**src/rtl/smbh_pkg.sv**
```systemverilog
package smbh_pkg;
   typedef enum logic [2:0] {
      SL_ADDR_AS_IS,
      SL_ADDR_WR,
      SL_ADDR_RD,
      SL_CMD,
      SL_D0,
      SL_D1,
      SL_RX0,
      SL_RX1
   } slot_kind_e;

   typedef struct packed {
      slot_kind_e kind;
      logic       last;
   } slot_t;

   localparam int OFS_STAT = 0;
   localparam int OFS_CTRL = 2;
   localparam int OFS_CMD  = 3;
   localparam int OFS_ADDR = 4;
   localparam int OFS_D0   = 5;
   localparam int OFS_D1   = 6;

   localparam int CT_PEC   = 7;
   localparam int CT_START = 6;
   localparam int CT_KILL  = 1;

   localparam logic [2:0] PR_QUICK = 3'd0;
   localparam logic [2:0] PR_BYTE  = 3'd1;
   localparam logic [2:0] PR_BDATA = 3'd2;
   localparam logic [2:0] PR_WORD  = 3'd3;
endpackage

```
**src/rtl/smbh_plan.sv**
```systemverilog
module smbh_plan
   import smbh_pkg::*;
(
   input  logic [2:0] proto,
   input  logic       rw,
   input  logic [2:0] idx,
   output slot_t      slot,
   output logic       legal
);
   logic [2:0] count;

   always_comb begin
      legal     = 1'b1;
      count     = 3'd1;
      slot.kind = SL_ADDR_AS_IS;
      case (proto)
         PR_QUICK: count = 3'd1;
         PR_BYTE: begin
            count = 3'd2;
            if (idx == 3'd1) slot.kind = rw ? SL_RX0 : SL_CMD;
         end
         PR_BDATA: begin
            count = rw ? 3'd4 : 3'd3;
            case (idx)
               3'd0:    slot.kind = SL_ADDR_WR;
               3'd1:    slot.kind = SL_CMD;
               3'd2:    slot.kind = rw ? SL_ADDR_RD : SL_D0;
               default: slot.kind = SL_RX0;
            endcase
         end
         PR_WORD: begin
            count = rw ? 3'd5 : 3'd4;
            case (idx)
               3'd0:    slot.kind = SL_ADDR_WR;
               3'd1:    slot.kind = SL_CMD;
               3'd2:    slot.kind = rw ? SL_ADDR_RD : SL_D0;
               3'd3:    slot.kind = rw ? SL_RX0 : SL_D1;
               default: slot.kind = SL_RX1;
            endcase
         end
         default: begin
            legal = 1'b0;
            count = 3'd1;
         end
      endcase
      slot.last = (idx == count - 3'd1);
   end
endmodule

```
**src/rtl/smbh_bitclk.sv**
```systemverilog
module smbh_bitclk #(
   parameter int BIT_CYCLES = 2
)(
   input  logic clk,
   input  logic rst_n,
   input  logic run,
   output logic slot_done
);
   localparam int BITS_PER_SLOT = 9;

   logic [3:0] bitn;
   logic       ph_wrap;

   if (BIT_CYCLES < 1) begin : g_bad_cycles
      $error("BIT_CYCLES must be at least 1");
   end

   if (BIT_CYCLES == 1) begin : g_nophase
      assign ph_wrap = 1'b1;
   end else begin : g_phase
      localparam int PW = $clog2(BIT_CYCLES);
      logic [PW-1:0] ph;
      always_ff @(posedge clk or negedge rst_n) begin
         if (!rst_n)                              ph <= '0;
         else if (!run || ph == PW'(BIT_CYCLES-1)) ph <= '0;
         else                                     ph <= ph + 1'b1;
      end
      assign ph_wrap = (ph == PW'(BIT_CYCLES-1));
   end

   always_ff @(posedge clk or negedge rst_n) begin
      if (!rst_n)       bitn <= '0;
      else if (!run)    bitn <= '0;
      else if (ph_wrap) bitn <= (bitn == 4'(BITS_PER_SLOT-1)) ? 4'd0 : bitn + 4'd1;
   end

   assign slot_done = run && ph_wrap && (bitn == 4'(BITS_PER_SLOT-1));
endmodule

```
**src/rtl/smbh_flags.sv**
```systemverilog
module smbh_flags #(
   parameter int W = 5
)(
   input  logic         clk,
   input  logic         rst_n,
   input  logic [W-1:0] set_i,
   input  logic [W-1:0] clr_i,
   output logic [W-1:0] q
);
   if (W < 1) begin : g_bad_w
      $error("W must be at least 1");
   end

   for (genvar i = 0; i < W; i++) begin : g_bit
      always_ff @(posedge clk or negedge rst_n) begin
         if (!rst_n)        q[i] <= 1'b0;
         else if (set_i[i]) q[i] <= 1'b1;
         else if (clr_i[i]) q[i] <= 1'b0;
      end
   end
endmodule

```
**src/rtl/smbh_host.sv**
```systemverilog
module smbh_host
   import smbh_pkg::*;
#(
   parameter int BIT_CYCLES = 2,
   parameter int AW = 4
)(
   input  logic          clk,
   input  logic          rst_n,
   input  logic [AW-1:0] reg_addr,
   input  logic          reg_we,
   input  logic [7:0]    reg_wdata,
   output logic [7:0]    reg_rdata,
   input  logic [15:0]   dev_word,
   input  logic          nack_inj,
   input  logic          arb_inj,
   input  logic          alert_in,
   output logic          tx_valid,
   output logic [7:0]    tx_byte
);
   localparam int NFLAG = 5;

   if (AW < 3) begin : g_bad_aw
      $error("AW must cover offset 6");
   end

   logic [2:0]       proto_q;
   logic             pec_q;
   logic [7:0]       cmd_q, addr_q, d0_q, d1_q;
   logic             busy_q;
   logic [2:0]       idx_q;
   logic             alert_d;
   logic [NFLAG-1:0] flags_q;
   logic [3:0]       fin_evt;
   slot_t            slot;
   logic             legal, slot_done, is_tx, rx_ok;
   logic             wr_stat, wr_ctrl, wr_cfg, kill_req, start_req;
   logic [7:0]       tx_sel;

   assign wr_stat   = reg_we && (reg_addr == AW'(OFS_STAT));
   assign wr_ctrl   = reg_we && (reg_addr == AW'(OFS_CTRL));
   assign wr_cfg    = reg_we && !busy_q;
   assign kill_req  = wr_ctrl && reg_wdata[CT_KILL] && busy_q;
   assign start_req = wr_ctrl && reg_wdata[CT_START] && !reg_wdata[CT_KILL] && !busy_q;

   smbh_plan u_plan (
      .proto (proto_q),
      .rw    (addr_q[0]),
      .idx   (idx_q),
      .slot  (slot),
      .legal (legal)
   );

   smbh_bitclk #(.BIT_CYCLES(BIT_CYCLES)) u_bits (
      .clk       (clk),
      .rst_n     (rst_n),
      .run       (busy_q),
      .slot_done (slot_done)
   );

   assign is_tx = (slot.kind != SL_RX0) && (slot.kind != SL_RX1);
   assign rx_ok = busy_q && legal && slot_done && !kill_req;

   always_comb begin
      case (slot.kind)
         SL_ADDR_AS_IS: tx_sel = addr_q;
         SL_ADDR_WR:    tx_sel = {addr_q[7:1], 1'b0};
         SL_ADDR_RD:    tx_sel = {addr_q[7:1], 1'b1};
         SL_CMD:        tx_sel = cmd_q;
         SL_D0:         tx_sel = d0_q;
         SL_D1:         tx_sel = d1_q;
         default:       tx_sel = 8'h00;
      endcase
   end

   // outcome one-hot: {failed, bus error, device error, complete}
   always_comb begin
      fin_evt = '0;
      if (busy_q) begin
         if (kill_req || !legal)                   fin_evt[3] = 1'b1;
         else if (slot_done && is_tx && arb_inj)   fin_evt[2] = 1'b1;
         else if (slot_done && is_tx && nack_inj)  fin_evt[1] = 1'b1;
         else if (slot_done && slot.last)          fin_evt[0] = 1'b1;
      end
   end

   always_ff @(posedge clk or negedge rst_n) begin
      if (!rst_n) begin
         busy_q   <= 1'b0;
         idx_q    <= '0;
         alert_d  <= 1'b0;
         tx_valid <= 1'b0;
         tx_byte  <= '0;
         proto_q  <= '0;
         pec_q    <= 1'b0;
         cmd_q    <= '0;
         addr_q   <= '0;
         d0_q     <= '0;
         d1_q     <= '0;
      end else begin
         alert_d <= alert_in;
         if (start_req)     busy_q <= 1'b1;
         else if (|fin_evt) busy_q <= 1'b0;
         if (start_req)                                     idx_q <= '0;
         else if (busy_q && slot_done && fin_evt == 4'd0)   idx_q <= idx_q + 3'd1;
         tx_valid <= rx_ok && is_tx;
         if (rx_ok && is_tx) tx_byte <= tx_sel;
         if (wr_cfg && wr_ctrl) begin
            proto_q <= reg_wdata[4:2];
            pec_q   <= reg_wdata[CT_PEC];
         end
         if (wr_cfg && reg_addr == AW'(OFS_CMD))  cmd_q  <= reg_wdata;
         if (wr_cfg && reg_addr == AW'(OFS_ADDR)) addr_q <= reg_wdata;
         if (wr_cfg && reg_addr == AW'(OFS_D0))   d0_q   <= reg_wdata;
         else if (rx_ok && slot.kind == SL_RX0)   d0_q   <= dev_word[7:0];
         if (wr_cfg && reg_addr == AW'(OFS_D1))   d1_q   <= reg_wdata;
         else if (rx_ok && slot.kind == SL_RX1)   d1_q   <= dev_word[15:8];
      end
   end

   smbh_flags #(.W(NFLAG)) u_flags (
      .clk   (clk),
      .rst_n (rst_n),
      .set_i ({alert_in && !alert_d, fin_evt}),
      .clr_i (wr_stat ? reg_wdata[5:1] : {NFLAG{1'b0}}),
      .q     (flags_q)
   );

   always_comb begin
      reg_rdata = 8'h00;
      case (reg_addr)
         AW'(OFS_STAT): reg_rdata = {2'b00, flags_q, busy_q};
         AW'(OFS_CTRL): reg_rdata = {pec_q, 2'b00, proto_q, 2'b00};
         AW'(OFS_CMD):  reg_rdata = cmd_q;
         AW'(OFS_ADDR): reg_rdata = addr_q;
         AW'(OFS_D0):   reg_rdata = d0_q;
         AW'(OFS_D1):   reg_rdata = d1_q;
         default:       reg_rdata = 8'h00;
      endcase
   end
endmodule

```
**config.mk**
```make
export PLATFORM = sky130hd
export DESIGN_NAME = smbh_host
export DESIGN_NICKNAME = d
export VERILOG_FILES = /design/src/rtl/smbh_pkg.sv /design/src/rtl/smbh_plan.sv /design/src/rtl/smbh_bitclk.sv /design/src/rtl/smbh_flags.sv /design/src/rtl/smbh_host.sv
export SDC_FILE = /design/constraint.sdc
export NUM_CORES = 1
export LEC_CHECK = 0
export ABC_CLOCK_PERIOD_IN_PS = 4300
export BUFFER_PORTS_ARGS = -buffer_cell sky130_fd_sc_hd__buf_4
export CELL_PAD_IN_SITES_DETAIL_PLACEMENT = 1
export CELL_PAD_IN_SITES_GLOBAL_PLACEMENT = 2
export CORE_MARGIN = 2
export CORE_UTILIZATION = 40
export DETAILED_ROUTE_END_ITERATION = 8
export PLACE_DENSITY = 0.83
export SLEW_MARGIN = 15
export SYNTH_ARGS = -nofsm -noshare
export SYNTH_HDL_FRONTEND = slang
export SYNTH_SLANG_ARGS = --single-unit
```
**constraint.sdc**
```tcl
create_clock -name clk -period 4.3 [get_ports clk]
set_clock_uncertainty 0.1 [all_clocks]
set_input_delay 0.43 -clock clk [delete_from_list [all_inputs] [get_ports clk]]
set_output_delay 0.43 -clock clk [all_outputs]
set_load 0.02 [all_outputs]
```
# Word-level counts from Yosys, hierarchy flattened
# Index checks and enable logic that the tools add are counted.
# W data, S select, Z words.
[classes]
n_eq_ne = 23
addsub = 4
mux = 44
n_reduce_logical = 52
[ops]
columns = ["op", "n"]
rows = [
  ["$pmux W8 S6", 2],
  ["$mux W8", 4],
  ["$logic_and A1 B1 Y1", 29],
  ["$pmux W3 S3", 3],
  ["$mux W3", 7],
  ["$mux W1", 20],
  ["$eq A3 B2 Y1 const B", 6],
  ["$reduce_bool A2 Y1", 9],
  ["$mux W4", 4],
  ["$eq A3 B3 Y1 const B", 4],
  ["$eq A4 B3 Y1 const B", 3],
  ["$pmux W3 S4", 1],
  ["$eq A3 B1 Y1 const B", 3],
  ["$logic_not A3 Y1", 3],
  ["$eq A4 B2 Y1 const B", 2],
  ["$logic_not A4 Y1", 2],
  ["$reduce_or A4 Y1", 2],
  ["$ne A3 B3 Y1 const B", 2],
  ["$logic_not A1 Y1", 5],
  ["$mux W5", 1],
  ["$add A4 B1 Y4 const B", 1],
  ["$eq A4 B4 Y1 const B", 1],
  ["$mux W2", 2],
  ["$add A3 B1 Y3 const B", 1],
  ["other kinds (5)", 6],
]
[word_totals]
output_inout_bits = 17
in_bits = 34
reg_bits = 60
word_cells = 141

# Longest topological paths before layout
# Gate-level depths: netlist of the first run.
[logic_depth]
ltp_word = 15
mapped_depth = 11
ltp_nobuf = 10

# By module
# A second synthesis of the first run with hierarchy kept.
[unflattened]
hier_cells = 378
hier_area_um2 = 3538.4
[by_module_without_submodules]
columns = ["mod", "area_per_inst_um2", "n_inst", "cells_each", "seq_area_each_um2"]
rows = [
  ["smbh_host", 2870.3, 1, 304, 1251.2],
  ["smbh_bitclk", 286.5, 1, 30, 125.1],
  ["smbh_plan", 200.2, 1, 29, 0.0],
  ["smbh_flags", 181.4, 1, 15, 125.1],
]

# Least setup slack after synthesis of the first run
# Ideal clock, no wire load.
[synth_timing]
path_kind = "register -> register"
from = "reg idx_q[1]"
to = "reg d0_q[0]"
slack_ns = 1.526
arrival_ns = 2.549
stages_incl_launch_ff = 8
n_path_buf = 0
setup_time_ns = 0.125
cell_sequence = "dfrtp_1 -> ha_1 -> ha_1 -> or4_1 -> o2111a_1 -> a22o_1 -> o41ai_4 -> mux2_2"
[synth_between]
elab_chain_len = 6
[synth_rtl]
columns = ["element", "line_no", "rtl"]
rows = [
  ["start, declared", "smbh_host.sv:30", "logic [2:0] idx_q;"],
  ["start signal, assigned", "smbh_host.sv:104", "else if (busy_q && slot_done && fin_evt == 4'd0) idx_q <= idx_q + 3'd1;"],
  ["$eq A3 B2 Y1, or another cell as far along", "smbh_plan.sv:33", "case (idx)"],
  ["$pmux W3 S4, or another cell as far along", "smbh_plan.sv:33", ""],
  ["$pmux W3 S3 *", "smbh_plan.sv:16", "case (proto)"],
  ["$eq A3 B3 Y1 *", "smbh_host.sv:114", "else if (rx_ok && slot.kind == SL_RX0) d0_q <= dev_word[7:0];"],
  ["$logic_and A1 B1 Y1 *", "smbh_host.sv:114", ""],
  ["$reduce_bool A2 Y1 (no source line) *", "n/a", ""],
  ["end signal, assigned", "smbh_host.sv:113", "if (wr_cfg && reg_addr == AW'(OFS_D0)) d0_q <= reg_wdata;"],
  ["end signal, assigned", "smbh_host.sv:114", ""],
  ["end, declared", "smbh_host.sv:28", "logic [7:0] cmd_q, addr_q, d0_q, d1_q;"],
]
# Mark *: on every way between the ends. The rest lies on a longest branch, timed or not.
# A chain may end at the register's enable or synchronous reset.

# Final worst setup path of the first run
[layout_timing]
from = "reg idx_q[1]"
to = "reg d0_q[5]"
# Same word-level chain as after synthesis.

==> flow_summary_export.csv, run 1 <==
group,metric,value,unit
status,status,"completed",
layout,regArea,1500,µm²
clock_network,postCtsSetupBuffers,0,
layout,antenna_cells,0,
synthesis,syn_area,3540,µm²
clock_network,cts.sinks,60,
layout,multi_input_comb_area,1960,µm²
synthesis,synth_top_cell_by_area,"dfrtp_1",
grt,grt_start_max_net_pins,61,
clock_network,cts_tree,"done",
clock_network,insertion_delay,350,ps
timing,fin_ws,1090,ps
floorplanning,coreArea,8640,µm²
power,power_density,403,nW/µm²
timing,finalSetupViolations,0,
layout,area_delta_synth_final,20.6,%
layout,final_nets,431,
synthesis,seq_area_frac_synth,42.4,%
clock_network,clk_pin_slew,70,ps
detailed_routing,remaining_drc_errors,0,
timing,grt_setup_unrepaired,"false",
timing,final_hold_viol_count,0,
setup_path,cp-start-kind,"flip-flop",
timing,worstMarginPinSlew,983,ps
synthesis,synth_edf_count,0,
floorplanning,initial_utilization,41.0,%
place,port-buffer-count,50,
power,p_leak,2.00,nW
synthesis,synth_top_area_share,42.4,%
synthesis,synth.avg_cell_area,10.7,µm²
floorplanning,io_pins,51,
place,placed_cell_area,4060,µm²
power,finalPower,0.00172,W
grt,grt_pass1_wl,17100,µm
synthesis,synth.ff_latch_count,60,
timing,fin_crit,3210,ps
floorplanning,dieArea,9620,µm²
detailed_routing,drt_wl_total,10800,µm
layout,drive_above_1_share,34.9,%
timing,slew_violations,0,
floorplanning,num_rows,34,
setup_path,cp-end-kind,"flip-flop",
detailed_routing,wl_per_cell,21.7,µm
place,gp_congestion,0.853,
timing,clock.fmax,0.312,GHz
place,dp_hpwl,7890,µm
timing,tns,0,ps
setup_path,required,4430,ps
floorplanning,die_h,98.1,µm
synthesis,synth_nets,373,
clock_network,hold_buffers,0,
timing,maxSlewHeadroom,33.9,%
floorplanning,die_w,98.1,µm
synthesis,synth_common_cells,"dfrtp_1 (60), mux2_2 (51), nand2_1 (29)",
synthesis,synth.most_common_cell,"dfrtp_1",
clock_network,cts.repair.resized,0,
synthesis,synthCells,330,
timing,finalCritPeriodShare,74.6,%
setup_path,worst_ep_arrival_time,3340,ps
detailed_routing,vias,2943,
clock_network,htreeDepth,3,
flow_run,drv_cap,0,
clock_network,cts_buffers,9,
synthesis,synth_area_leaders,"dfrtp_1 (42%), mux2_2 (16%), a22oi_1 (3.6%), ha_1 (3.2%), nand2_1 (3.1%)",
clock_network,cts-root-buf,"clkbuf_8",
synthesis,ys_types,60,
synthesis,async_flop_share,100,%
setup_path,cp_max_fo,8,
detailed_routing,drt_iter0_drc,132,
place,post-place-ws,1160,ps
grt,grt_pass1_vias,3134,
detailed_routing,first_pass_iters,5,
detailed_routing,vias_per_cell,5.89,
layout,final_cell_area,4270,µm²
synthesis,yosysWarnings,0,
layout,fill_cells,960,
grt,grt_usage,23.3,%
clock_network,clk_path_buf_depth,2,
power,ir_drop,0.179,mV
synthesis,synth_ff_type,"dfrtp_1",
detailed_routing,drtAntennaViolNets,0,
grt,antenna_found_initial,0,
hold_path,hold_class,"input port to asynchronous set/reset pin",
setup_path,critPathKind,"flip-flop to flip-flop",
grt,overflow,0,
## report_power, final
group,internal (W),switching (W),total [W]
combinational,0.000203,0.000228,0.000431
clock,0.000312,0.000228,0.000540
sequential,0.000651,0.0000999,0.000751
## sequential cells by signal, summed over array words and instances, names as in the netlist
name and count:
addr_q 8, alert_d 1, busy_q 1, cmd_q 8, d0_q 8, d1_q 8, idx_q 3, pec_q 1
proto_q 3, tx_byte 8, tx_valid 1, u_bits.bitn 4, u_bits.g_phase.ph 1, u_flags.q 5
## through the flow
step / util [%] / hold slack, ps / std cells
global placement: 47.0 / 303 / 485
floorplan: - / 34.4 / 330
finish: 49.5 / 35.2 / 500
global route: 49.5 / 78.4 / 500
detailed placement: 47.0 / 320 / 485
CTS: 49.5 / 82.1 / 500
## placed cells by master, fill, tap and decap left out, types with 4 or more instances in the layout
master,count
dfrtp_1,60
buf_4,57
mux2_2,51
nand2_1,29
nor2_1,22
a22oi_1,17
clkbuf_8,12
o21ai_0,11
a211oi_1,10
inv_1,9
ha_1,9
mux2i_1,8
nand3_1,6
o211a_1,6
nand2b_1,5
nor3_1,5
a222oi_1,5
a21oi_1,5
or2_2,4
and3_1,4
## worst max-delay path, stage by stage (launching register included)
cell and delay (ps):
dfrtp_1 440, ha_1 230, ha_1 200, nor2b_1 150, o311ai_0 670, nand2_1 270, o41ai_4 620, mux2_2 410
## cell families after synthesis
group / after synthesis / synth area share, %
compound gates: 81 / 18.4
xor+xnor: 5 / 1.24
fa+ha+maj: 9 / 3.18
buf+inv: 19 / 2.33
flops: 60 / 42.4
mux: 60 / 18.8
simple gates: 96 / 13.7
## layout make-up
class | count | share of cell area (%)
Clock buffer | 12 | 3.87
Clock inverter | 3 | 1.05
Inverter | 9 | 0.791
Multi-Input combinational cell | 251 | 46.0
Sequential cell | 60 | 35.1
Tap cell | 108 | 3.16
Timing Repair Buffer | 57 | 10.0
## final timing paths
kind / start / to / slack (ps) / cells after the start
worst max-delay path: idx_q[1] / d0_q[5] / 1090 / 7
worst min-delay path: rst_n / tx_valid / 40 / 1
worst max register to register: idx_q[1] / d0_q[5] / 1090 / 7
worst min register to register: alert_d / u_flags.q[4] / 320 / 1
max in group asynchronous: rst_n / d1_q[3] / 3510 / 1
min in group clk: alert_in / alert_d / 90 / 1
## routing by layer
metal	GRT usage [%]	wire length, µm	share of wire (%)	vias to the layer above
met5	0	0	0	-
met4	6.41	151	1.4	0
met3	5.51	624	5.8	15
met2	38.2	5370	50	83
met1	31.0	4700	43	1485
li1	-	-	-	1360
Power figures use the tool's default switching activity.
==> run 2: changes to the inputs <==
ABC_AREA = 1   (was default)
ABC_CLOCK_PERIOD_IN_PS = 2790   (was 4300)
CORE_UTILIZATION = 30   (was 40)
PLACE_DENSITY = 0.74   (was 0.83)
clock period = 2.79 ns   (was 4.3 ns; I/O delays follow)
==> flow_summary_export.csv, run 2 <==
group,metric,value,unit
power,power_density,693,nW/µm²
clock_network,cts-root-buf,"clkbuf_16",
hold_path,hold_class,"input port to flip-flop",
synthesis,synth_nets,503,
synthesis,synth_area_leaders,"dfrtp_1 (42%), nand2_1 (15%), o21ai_0 (7.8%), inv_1 (5.7%), nand3_1 (4.1%)",
layout,final_nets,564,
synthesis,synth.most_common_cell,"nand2_1",
synthesis,seq_area_frac_synth,42.4,%
detailed_routing,vias,3299,
floorplanning,io_pins,51,
timing,maxSlewHeadroom,44.8,%
grt,grt_pass1_wl,18500,µm
grt,antenna_found_initial,0,
floorplanning,coreArea,11500,µm²
layout,final_cell_area,4420,µm²
synthesis,synth_top_area_share,42.4,%
detailed_routing,vias_per_cell,4.93,
grt,grt_pass1_vias,3405,
synthesis,async_flop_share,100,%
floorplanning,num_rows,39,
place,port-buffer-count,50,
grt,grt_usage,19.0,%
detailed_routing,drt_iter0_drc,201,
floorplanning,dieArea,12700,µm²
floorplanning,die_h,113,µm
clock_network,clk_path_buf_depth,2,
synthesis,synthCells,460,
timing,fin_ws,339,ps
grt,grt_start_max_net_pins,61,
flow_run,drv_cap,0,
synthesis,synth_top_cell_by_area,"dfrtp_1",
layout,drive_above_1_share,19.0,%
synthesis,syn_area,3540,µm²
layout,utilization,38.6,%
timing,tns,0,ps
layout,antenna_cells,0,
power,p_leak,2.14,nW
timing,slew_violations,0,
synthesis,synth_common_cells,"nand2_1 (141), dfrtp_1 (60), o21ai_0 (55)",
timing,final_hold_viol_count,0,
detailed_routing,remaining_drc_errors,0,
clock_network,postCtsSetupBuffers,0,
floorplanning,initial_utilization,30.9,%
synthesis,synth_ff_type,"dfrtp_1",
clock_network,clk_pin_slew,60,ps
place,placed_cell_area,4080,µm²
detailed_routing,first_pass_iters,4,
layout,mostFrequentLayoutCells,"nand2_1 (141), dfrtp_1 (60), buf_4 (57)",
setup_path,cp_max_fo,5,
synthesis,yosysWarnings,0,
power,ir_drop,0.313,mV
synthesis,synth_edf_count,0,
timing,clock.fmax,0.408,GHz
detailed_routing,drtAntennaViolNets,0,
setup_path,worst_ep_arrival_time,2560,ps
clock_network,cts_buffers,9,
detailed_routing,wl_per_cell,17.1,µm
setup_path,cp-end-kind,"flip-flop",
timing,finalCritPeriodShare,87.9,%
clock_network,cts_tree,"done",
timing,worstMarginPinSlew,827,ps
synthesis,synth.avg_cell_area,7.69,µm²
timing,fin_crit,2450,ps
detailed_routing,drt_wl_total,11400,µm
timing,finalSetupViolations,0,
synthesis,ys_types,36,
setup_path,critPathKind,"flip-flop to flip-flop",
place,dp_hpwl,8440,µm
place,post-place-ws,292,ps
layout,mostFrequentLayoutCell,"nand2_1",
layout,area_delta_synth_final,25.0,%
layout,fill_cells,1412,
status,status,"completed",
synthesis,synth.ff_latch_count,60,
setup_path,required,2900,ps
timing,grt_setup_unrepaired,"false",
clock_network,cts.sinks,60,
clock_network,htreeDepth,3,
setup_path,cp-start-kind,"flip-flop",
floorplanning,die_w,113,µm
grt,overflow,0,
place,gp_congestion,0.791,
clock_network,insertion_delay,330,ps
-- run 2: cell families after synthesis --
kind of cell | count (synthesis) | share of synthesized area (%)
AND/OR/NAND/NOR | 218 | 27.9
adder cells (fa/ha/maj) | 9 | 3.18
buffers and inverters | 69 | 8.20
AO/OA/AOI/OAI | 99 | 17.1
flip-flops | 60 | 42.4
XOR/XNOR | 5 | 1.24
-- run 2: where the power goes --
part           switching (W)  internal [W]  total [W]
clock network       0.000433      0.000782    0.00122
registers           0.000151       0.00105    0.00120
logic               0.000407      0.000240   0.000647
total               0.000991       0.00208    0.00307
-- run 2: path summary, 6_finish.rpt --
kind,from,to,slack [ps],cells after the start
setup / recovery,proto_q[2],idx_q[2],340,14
hold / removal,dev_word[4],d0_q[4],130,3
setup reg to reg,proto_q[2],idx_q[2],340,14
hold reg to reg,alert_d,u_flags.q[4],320,1
max in group asynchronous,rst_n,tx_byte[5],1550,2
min in group asynchronous,rst_n,u_bits.bitn[2],480,2
-- run 2: routing by layer --
layer,GRT usage [%],wire (µm),up-vias
met1,28.1,5770,1609
met3,2.81,352,9
met4,4.88,122,0
met5,0,0,-
met2,29.1,5170,47
li1,-,-,1634
-- run 2: cell type report --
class                   count  area, µm²  share of cell area, %
repair buffers             59        448                   10.1
multi-input cells         331       1750                   39.6
inverters                  60        225                   5.09
clock buffers              10        229                   5.18
well taps                 143        179                   4.04
flip-flops and latches     60       1500                   33.9
clock inverters             6       88.8                   2.01
-- run 2: stage by stage --
step | power, W | hold WS (ps) | std cells
after detailed placement | 0.00186 | 299 | 651
after floorplan | 0.00160 | -117 | 460
after global placement | 0.00183 | 298 | 651
final | 0.00307 | 130 | 669
after CTS | 0.00309 | 125 | 669
after global routing | 0.00325 | 151 | 669
-- run 2: what timing repair did --
item	in CTS	in global routing
gates resized for setup	0	1
hold buffers	2	0
hold endpoints to repair	61	0
endpoints found under the setup margin	0	1
-- run 2: critical path, cell delays in order (launching register included) --
cell and delay [ps]:
dfrtp_1 420, inv_1 150, nand3_1 110, o21ai_0 240, inv_1 100, ha_1 220
xnor2_1 160, xor2_1 160, nand4_1 100, nor2_1 160, nand2_1 70, nor2_1 110
nor2_2 80, nand4_1 70, nand2_1 80
==> run 3: changes to the inputs <==
CORE_ASPECT_RATIO = 1.4   (was default)
==> flow_summary_export.csv, run 3 (synthesized netlist as in run 2, its figures left out) <==
group,metric,value,unit
timing,maxSlewHeadroom,46.4,%
detailed_routing,drtAntennaViolNets,0,
hold_path,hold_class,"input port to flip-flop",
setup_path,cp_cell_sequence,"inv_1 -> nand3_1 -> o21ai_1 -> inv_1 -> ha_1 -> xnor2_1 -> xor2_1 -> nand4_1 -> nor2_1 -> nand3_1 -> nand3_1 -> nand3_1 -> nand2_1",
grt,antenna_found_initial,0,
timing,slew_violations,0,
setup_path,required,2960,ps
clock_network,htreeDepth,3,
clock_network,cts-root-buf,"clkbuf_16",
clock_network,insertion_delay,330,ps
setup_path,crit_family,"simple AND/OR/NAND/NOR gates",
floorplanning,coreArea,11400,µm²
clock_network,cts.sinks,60,
setup_path,cp_max_fo,5,
layout,area_delta_synth_final,25.2,%
status,status,"completed",
place,dp_hpwl,8520,µm
timing,clock.fmax,0.402,GHz
place,gp_congestion,0.841,
timing,worstMarginPinSlew,804,ps
floorplanning,io_pins,51,
timing,finalCritPeriodShare,89.2,%
power,ir_drop,0.324,mV
layout,final_nets,569,
detailed_routing,vias,3351,
grt,grt_start_max_net_pins,61,
grt,grt_usage,19.4,%
clock_network,cts_buffers,9,
grt,grt_pass1_wl,18500,µm
timing,fin_ws,301,ps
floorplanning,num_rows,46,
detailed_routing,remaining_drc_errors,0,
layout,mostFrequentLayoutCell,"nand2_1",
timing,grt_setup_unrepaired,"false",
grt,overflow,0,
place,post-place-ws,160,ps
flow_run,drv_cap,0,
floorplanning,die_w,95.8,µm
layout,mostFrequentLayoutCells,"nand2_1 (141), buf_4 (62), dfrtp_1 (59)",
setup_path,cpMostUsedCell,"nand3_1",
grt,grt_pass1_vias,3593,
power,p_leak,2.16,nW
place,placed_cell_area,4110,µm²
setup_path,crit_buf_inv,2,
detailed_routing,wl_per_cell,17.0,µm
timing,final_hold_viol_count,0,
clock_network,clk_path_buf_depth,2,
floorplanning,die_h,133,µm
clock_network,cts_tree,"done",
setup_path,cp-start-kind,"flip-flop",
setup_path,worst_ep_arrival_time,2660,ps
place,port-buffer-count,50,
setup_path,cp-end-kind,"flip-flop",
layout,antenna_cells,0,
setup_path,cp_slowest_cell,"dfrtp_1",
floorplanning,dieArea,12700,µm²
detailed_routing,drt_wl_total,11500,µm
timing,tns,0,ps
layout,drive_above_1_share,19.7,%
timing,fin_crit,2490,ps
setup_path,cpPeakStageDelay,430,ps
clock_network,clk_pin_slew,50,ps
timing,finalSetupViolations,0,
power,power_density,660,nW/µm²
detailed_routing,first_pass_iters,4,
setup_path,critPathKind,"flip-flop to flip-flop",
floorplanning,initial_utilization,31.1,%
detailed_routing,vias_per_cell,4.98,
detailed_routing,drt_iter0_drc,95,
layout,final_cell_area,4430,µm²
==> run 3: routing by layer <==
layer	track usage, %	vias to the layer above	part of all wire (%)
met5	0	-	0
met4	7.14	0	1.4
met3	2.56	10	3.0
met2	33.3	57	52
met1	24.4	1634	44
li1	-	1650	-
==> run 3: worst paths after layout <==
path | cells past startpoint | start | slack (ps) | end
worst max-delay path | 13 | proto_q[2] | 300 | idx_q[1]
worst min-delay path | 3 | dev_word[4] | 130 | d0_q[4]
worst max register to register | 13 | proto_q[2] | 300 | idx_q[1]
worst min register to register | 1 | alert_d | 330 | u_flags.q[4]
max in group asynchronous | 2 | rst_n | 1570 | d1_q[6]
min in group asynchronous | 2 | rst_n | 470 | tx_byte[2]
==> run 3: final cells by class <==
cell class | count | area, µm²
clock inverters | 2 | 35.0
fillers | 1413 | 6960
flip-flops and latches | 60 | 1500
repair buffers | 64 | 485
multi-input cells | 331 | 1750
clock buffers | 12 | 256
well taps | 144 | 180
inverters | 60 | 225
==> run 3: tightest hold or removal path, delay by kind of cell <==
family	cells	cell delay, ps
buffers and inverters	1	110
and+or+nand+nor	1	50
AOI/OAI and AO/OA	1	70
==> run 3: per-stage QoR <==
step	hold slack [ps]	util [%]	cells	total power, W
final	135	38.9	673	0.00293
after global routing	141	38.9	673	0.00311
after CTS	126	38.8	671	0.00297
after detailed placement	301	36.0	655	0.00183
after global placement	301	36.0	655	0.00182
after floorplan	-117	-	460	0.00160
==> run 3: power by group <==
part	internal (W)	leakage (nW)	switching, W	total, W
Clock	0.000728	0.145	0.000383	0.00111
Combinational	0.000235	1.29	0.000372	0.000607
Sequential	0.00106	0.727	0.000153	0.00121
Total	0.00202	2.16	0.000908	0.00293
==> run 3: repair_timing <==
action,4_1_cts,5_1_grt
endpoints found under the setup margin,0,5
hold buffers,2,0
hold endpoints to repair,61,0
setup buffers,0,2
gates resized for setup,0,2
